## src/rtl/biquad_pkg.sv

```systemverilog
package biquad_pkg;
  localparam int unsigned DATA_W = 7;
  localparam int unsigned FRAC_W = 5;
  localparam int unsigned N_FF   = 3;  // feed-forward taps
  localparam int unsigned N_FB   = 2;  // feedback taps
  localparam int unsigned N_TAPS = N_FF + N_FB;
  localparam int unsigned PROD_W = 2 * DATA_W;
  localparam int unsigned TERM_W = PROD_W - FRAC_W;
  localparam int unsigned ACC_W  = TERM_W + $clog2(N_TAPS);

  typedef logic signed [DATA_W-1:0] sample_t;
  typedef logic signed [TERM_W-1:0] term_t;
  typedef logic signed [ACC_W-1:0]  acc_t;
endpackage

```

## src/rtl/biquad_tap_mul.sv

```systemverilog
module biquad_tap_mul #(
  parameter int unsigned DATA_W = 7,
  parameter int unsigned FRAC_W = 5,
  localparam int unsigned PROD_W = 2 * DATA_W,
  localparam int unsigned TERM_W = PROD_W - FRAC_W
) (
  input  logic signed [DATA_W-1:0] sample_i,
  input  logic signed [DATA_W-1:0] coef_i,
  output logic signed [TERM_W-1:0] term_o
);
  logic signed [PROD_W-1:0] prod;

  always_comb begin
    prod = sample_i * coef_i;
  end

  // Dropping the fraction bits floors toward -inf.
  assign term_o = prod[PROD_W-1:FRAC_W];
endmodule

```

## src/rtl/biquad_hist.sv

```systemverilog
module biquad_hist #(
  parameter int unsigned WIDTH = 7,
  parameter int unsigned DEPTH = 2
) (
  input  logic                        clk_i,
  input  logic                        rst_ni,
  input  logic                        en_i,
  input  logic [WIDTH-1:0]            d_i,
  output logic [DEPTH-1:0][WIDTH-1:0] q_o
);
  logic [DEPTH-1:0][WIDTH-1:0] q_q;

  for (genvar g = 0; g < DEPTH; g++) begin : g_stage
    logic [WIDTH-1:0] nxt;
    if (g == 0) begin : g_head
      assign nxt = d_i;
    end else begin : g_tail
      assign nxt = q_q[g-1];
    end

    always_ff @(posedge clk_i or negedge rst_ni) begin
      if (!rst_ni) begin
        q_q[g] <= '0;
      end else if (en_i) begin
        q_q[g] <= nxt;
      end
    end
  end

  assign q_o = q_q;
endmodule

```

## src/rtl/biquad_acc.sv

```systemverilog
module biquad_acc #(
  parameter int unsigned N_TERMS = 5,
  parameter int unsigned TERM_W  = 9,
  parameter int unsigned DATA_W  = 7,
  localparam int unsigned ACC_W  = TERM_W + $clog2(N_TERMS),
  localparam int unsigned HI_W   = ACC_W - DATA_W + 1
) (
  input  logic [N_TERMS-1:0][TERM_W-1:0] term_i,
  output logic signed [DATA_W-1:0]       sum_o,
  output logic                           ovf_o
);
  logic signed [ACC_W-1:0] acc;
  logic [HI_W-1:0]         hi;

  always_comb begin
    acc = '0;
    for (int k = 0; k < N_TERMS; k++) begin
      acc = acc + {{(ACC_W-TERM_W){term_i[k][TERM_W-1]}}, term_i[k]};
    end
  end

  // In range iff bits above the sample sign all copy it.
  assign hi    = acc[ACC_W-1:DATA_W-1];
  assign ovf_o = !((&hi) || (~|hi));
  assign sum_o = acc[DATA_W-1:0];
endmodule

```

## src/rtl/biquad_df1.sv

```systemverilog
module biquad_df1
  import biquad_pkg::*;
#(
  parameter int B0 = 7,
  parameter int B1 = 13,
  parameter int B2 = 7,
  parameter int A1 = -12,
  parameter int A2 = 6
) (
  input  logic              clk_i,
  input  logic              rst_ni,
  input  logic              valid_i,
  input  logic [DATA_W-1:0] x_i,
  output logic              valid_o,
  output logic [DATA_W-1:0] y_o,
  output logic              ovf_o,
  output logic              ovf_sticky_o
);
  localparam logic signed [DATA_W-1:0] COEF [N_TAPS] = '{
    DATA_W'(B0), DATA_W'(B1), DATA_W'(B2), DATA_W'(-A1), DATA_W'(-A2)
  };

  logic [N_FF-1:0][DATA_W-1:0] x_hist;
  logic [N_FB-1:0][DATA_W-1:0] y_hist;
  logic [N_TAPS-1:0][DATA_W-1:0] tap_s;
  logic [N_TAPS-1:0][TERM_W-1:0] tap_t;
  sample_t sum_w;
  logic    ovf_w;

  // x_hist[0] = x[n-1], x_hist[1] = x[n-2]; extra stage unused by taps
  biquad_hist #(.WIDTH(DATA_W), .DEPTH(N_FF - 1)) u_xh (
    .clk_i (clk_i),
    .rst_ni(rst_ni),
    .en_i  (valid_i),
    .d_i   (x_i),
    .q_o   (x_hist[N_FF-2:0])
  );
  assign x_hist[N_FF-1] = '0;

  biquad_hist #(.WIDTH(DATA_W), .DEPTH(N_FB)) u_yh (
    .clk_i (clk_i),
    .rst_ni(rst_ni),
    .en_i  (valid_i),
    .d_i   (sum_w),
    .q_o   (y_hist)
  );

  assign tap_s[0] = x_i;
  for (genvar g = 1; g < N_FF; g++) begin : g_ff_src
    assign tap_s[g] = x_hist[g-1];
  end
  for (genvar g = 0; g < N_FB; g++) begin : g_fb_src
    assign tap_s[N_FF+g] = y_hist[g];
  end

  for (genvar g = 0; g < N_TAPS; g++) begin : g_tap
    biquad_tap_mul #(.DATA_W(DATA_W), .FRAC_W(FRAC_W)) u_mul (
      .sample_i(tap_s[g]),
      .coef_i  (COEF[g]),
      .term_o  (tap_t[g])
    );
  end

  biquad_acc #(.N_TERMS(N_TAPS), .TERM_W(TERM_W), .DATA_W(DATA_W)) u_acc (
    .term_i(tap_t),
    .sum_o (sum_w),
    .ovf_o (ovf_w)
  );

  always_ff @(posedge clk_i or negedge rst_ni) begin
    if (!rst_ni) begin
      valid_o      <= 1'b0;
      y_o          <= '0;
      ovf_o        <= 1'b0;
      ovf_sticky_o <= 1'b0;
    end else begin
      valid_o <= valid_i;
      ovf_o   <= valid_i & ovf_w;
      if (valid_i) begin
        y_o <= sum_w;
        if (ovf_w) ovf_sticky_o <= 1'b1;
      end
    end
  end
endmodule

```

## config.mk

```make
export PLATFORM = sky130hd
export DESIGN_NAME = biquad_df1
export DESIGN_NICKNAME = d
export VERILOG_FILES = /design/src/rtl/biquad_pkg.sv /design/src/rtl/biquad_tap_mul.sv /design/src/rtl/biquad_hist.sv /design/src/rtl/biquad_acc.sv /design/src/rtl/biquad_df1.sv
export SDC_FILE = /design/constraint.sdc
export NUM_CORES = 1
export LEC_CHECK = 0
export BUFFER_PORTS_ARGS = -buffer_cell sky130_fd_sc_hd__buf_2
export CAP_MARGIN = 20
export CORE_MARGIN = 1.5
export CORE_UTILIZATION = 64
export CTS_BUF_LIST = sky130_fd_sc_hd__clkbuf_4 sky130_fd_sc_hd__clkbuf_8 sky130_fd_sc_hd__clkbuf_16
export DETAILED_ROUTE_END_ITERATION = 10
export PLACE_DENSITY = 0.83
export RECOVER_POWER = 50
export SYNTH_ARGS = -nofsm -noshare
export SYNTH_HDL_FRONTEND = slang
export SYNTH_SLANG_ARGS = --single-unit
export TNS_END_PERCENT = 1
```

## constraint.sdc

```tcl
create_clock -name clk_i -period 7.92 [get_ports clk_i]
set_clock_uncertainty 0.2 [all_clocks]
set_input_delay 0.396 -clock clk_i [delete_from_list [all_inputs] [get_ports clk_i]]
set_output_delay 0.396 -clock clk_i [all_outputs]
set_load 0.005 [all_outputs]
```

==> results.sh <==
export IMPL_synth_top_family_by_area="adder cells"
export IMPL_max_freq_ghz=0.166
export IMPL_dp_hpwl_mm=6.58
export IMPL_grt_pass1_wl_mm=14.8
export IMPL_netlist_instances=449
export IMPL_start_util_pct=67.0
export IMPL_io_buffers=19
export IMPL_whs_ps=177
export IMPL_grt_pass1_vias=3228
export IMPL_ys_ff_latch=31
export IMPL_die_h_um=85.0
export IMPL_routed_wl_mm=8.33
export IMPL_clock_sinks=31
export IMPL_max_stage_delay_ps=500
export IMPL_area_delta_synth_final_pct=6.07
export IMPL_drtPass1Iterations=4
export IMPL_failed_checks="capacitance limit, slew limit"
export IMPL_synthDominantCellAreaShare_pct=25.3
export IMPL_fin_nets=600
export IMPL_slew_headroom_pct=-30.8
export IMPL_yosys_area_top_type="ha_1"
export IMPL_status="finished, violations left"
export IMPL_vias=3116
export IMPL_synth_area_mux_share_pct=4.88
export IMPL_setup_viol=0
export IMPL_hold_viol=0
export IMPL_rsz0062_at_grt="false"
export IMPL_synth_area_top_cells="ha_1 (25%), dfrtp_1 (18%), fa_1 (15%)"
export IMPL_cts_resized=0
export IMPL_post_cts_buffers=0
export IMPL_routabilityCongestion=0.869
export IMPL_die_width_um=85.0
export IMPL_worst_setup_path_start_kind="register"
export IMPL_syn_num_nets=578
export IMPL_syn_area_per_cell_um2=9.59
export IMPL_cp_end_kind="register"
export IMPL_worst_setup_path_type="reg -> reg"
export IMPL_dieArea_mm2=0.00723
export IMPL_cp_max_fo=5
export IMPL_first_iter_violations=111
export IMPL_drv_slew=74
export IMPL_cts_max_level=2
export IMPL_critPathSlowestCell="fa_1"
export IMPL_clk_pin_slew_ps=70
export IMPL_wl_per_cell_um=15.2
export IMPL_drv_cap=2
export IMPL_postCtsHoldBufs=0
export IMPL_synth_xor_area_share_pct=8.34
export IMPL_yosys_area_share_simple_pct=8.95
export IMPL_clockBufferDepth=2
export IMPL_grt_ovfl_total=0
export IMPL_vias_per_cell=5.69
export IMPL_antenna_left=0
export IMPL_numCtsBuffers=5
export IMPL_crit_required_ps=7900
export IMPL_synth_compound_area_share_pct=12.1
export IMPL_period_needed_ps=6020
export IMPL_hp_class="in -> reg"
export IMPL_cts_tree="yes"
export IMPL_fin_crit_sh_pct=76.0
export IMPL_ys_warn_count=0
export IMPL_ys_types=47
export IMPL_n_antenna_cell=0
export IMPL_fin_setup_tns_ps=0
export IMPL_track_usage_pct=25.8
export IMPL_clk_insertion_delay_late_ps=290
export IMPL_syn_area_mm2=0.00431
export IMPL_antenna_found_initial=0
export IMPL_drive_gt1_share_pct=10.2
export IMPL_io_pins=20
export IMPL_worst_pin_slew_ps=1960
export IMPL_rows=29
export IMPL_drc=0
export IMPL_synth_adder_area_share_pct=40.2
export IMPL_arrival_ps=6000
export IMPL_core_area_mm2=0.00642
export IMPL_grt_max_degree=42
export IMPL_seq_area_frac_synth_pct=18.0
export IMPL_path_common_cell="ha_1"
export IMPL_cts_root_buf="clkbuf_8"
==> worst max-delay path, delay by kind of cell, from the launching register on <==
| family | cells | cell delay, ps |
|---|---|---|
| AO/OA/AOI/OAI | 7 | 1300 |
| XOR/XNOR | 2 | 380 |
| adder cells (fa/ha/maj) | 7 | 2420 |
| buffers and inverters | 4 | 200 |
| flip-flops | 1 | 470 |
| multiplexers | 1 | 150 |
| AND/OR/NAND/NOR | 4 | 770 |
==> cells in the final DEF, fill, tap and decap left out, types with 2 or more instances in the layout <==
cell type and count:
nand2_1 19, nor2_1 16, o21ai_0 22, nand4_1 2, and3_1 6, nor2b_1 9
o21a_1 3, nand2b_1 5, ha_1 87, nand3_1 4, a21o_1 8, nor3_1 6
xnor2_1 26, clkbuf_1 2, fa_1 32, a21oi_2 2, mux2_2 15, o31a_1 3
clkbuf_8 6, inv_2 2, xor2_1 15, a21oi_1 15, o21ai_1 5, a31o_1 3
and2_1 2, a41o_1 2, inv_1 81, dfrtp_1 31, buf_2 17, a31oi_1 2
mux2i_1 3, o21bai_1 3
==> cell usage after synthesis, drive strengths merged <==
cell     count
ha          87
inv         83
fa          32
dfrtp       31
o21ai       28
xnor2       26
nand2       19
a21oi       18
mux2        16
nor2        16
xor2        15
nor2b       10
a21o         8
and3         6
nor3         6
nand2b       5
nand3        4
o21bai       4
a31o         3
mux2i        3
o21a         3
o31a         3
a31oi        2
a41o         2
and2         2
buf          2
clkbuf       2
nand4        2
a2111oi      1
a211o        1
a211oi       1
a221oi       1
a41oi        1
nand3b       1
nand4b       1
o2111ai      1
or3          1
or4          1
or4b         1
==> registers in the layout, summed over array words and instances (netlist names) <==
name / cells
u_xh.g_stage.nxt: 7
u_xh.q_o: 7
valid_o: 1
ovf_sticky_o: 1
u_yh.g_stage.nxt: 7
ovf_o: 1
u_yh.q_o: 7
==> through the flow <==
stage                     cells  util (%)  worst slack [ps]  instance area (um^2)
after floorplan             449         -              2370                  4310
after global placement      541      69.8              2050                  4480
after detailed placement    541      69.8              1880                  4480
after CTS                   548      71.1              1970                  4570
after global routing        548      71.1              1540                  4570
final                       548      71.1              1900                  4570
==> final timing paths <==
path | startpoint | endpoint | slack [ps] | depth (start not counted)
max | u_xh.g_stage[1].nxt[4] | ovf_sticky_o | 1900 | 25
max in group asynchronous | rst_ni | valid_o | 5990 | 1
min in group asynchronous | rst_ni | u_xh.g_stage[1].nxt[4] | 430 | 1
min | x_i[0] | u_xh.g_stage[1].nxt[0] | 180 | 2
min reg2reg | ovf_sticky_o | ovf_sticky_o | 280 | 1
max reg2reg | u_xh.g_stage[1].nxt[4] | ovf_sticky_o | 1900 | 25
==> metal layers <==
metal  vias up  GRT usage, %  wire length [um]
met5         -             0                 0
met4         0          6.71               105
met3         9          3.60               276
met2        48          43.0              4150
met1      1518          35.5              3800
li1       1541             -                 -
==> cell type report <==
class / count / area, um^2
inverter: 83 / 312
sequential: 31 / 776
multi-input combinational: 331 / 3200
tap: 77 / 96.3
clock inverter: 1 / 5.00
timing repair buffer: 19 / 92.6
clock buffer: 6 / 82.6
fill: 490 / 1860
==> cell families (layout without fill, tap and decap cells) <==
logic type	after synthesis	count (layout)
muxes	19	19
xor gates and xnor gates	41	41
adders and majority gates	119	119
buffers and inverters	87	109
AOI/OAI and AO/OA	77	77
and+or+nand+nor	75	75
DFF	31	31
Power is not shown: default switching activity piles up to over one toggle a cycle in this logic, so the estimate is an artifact.
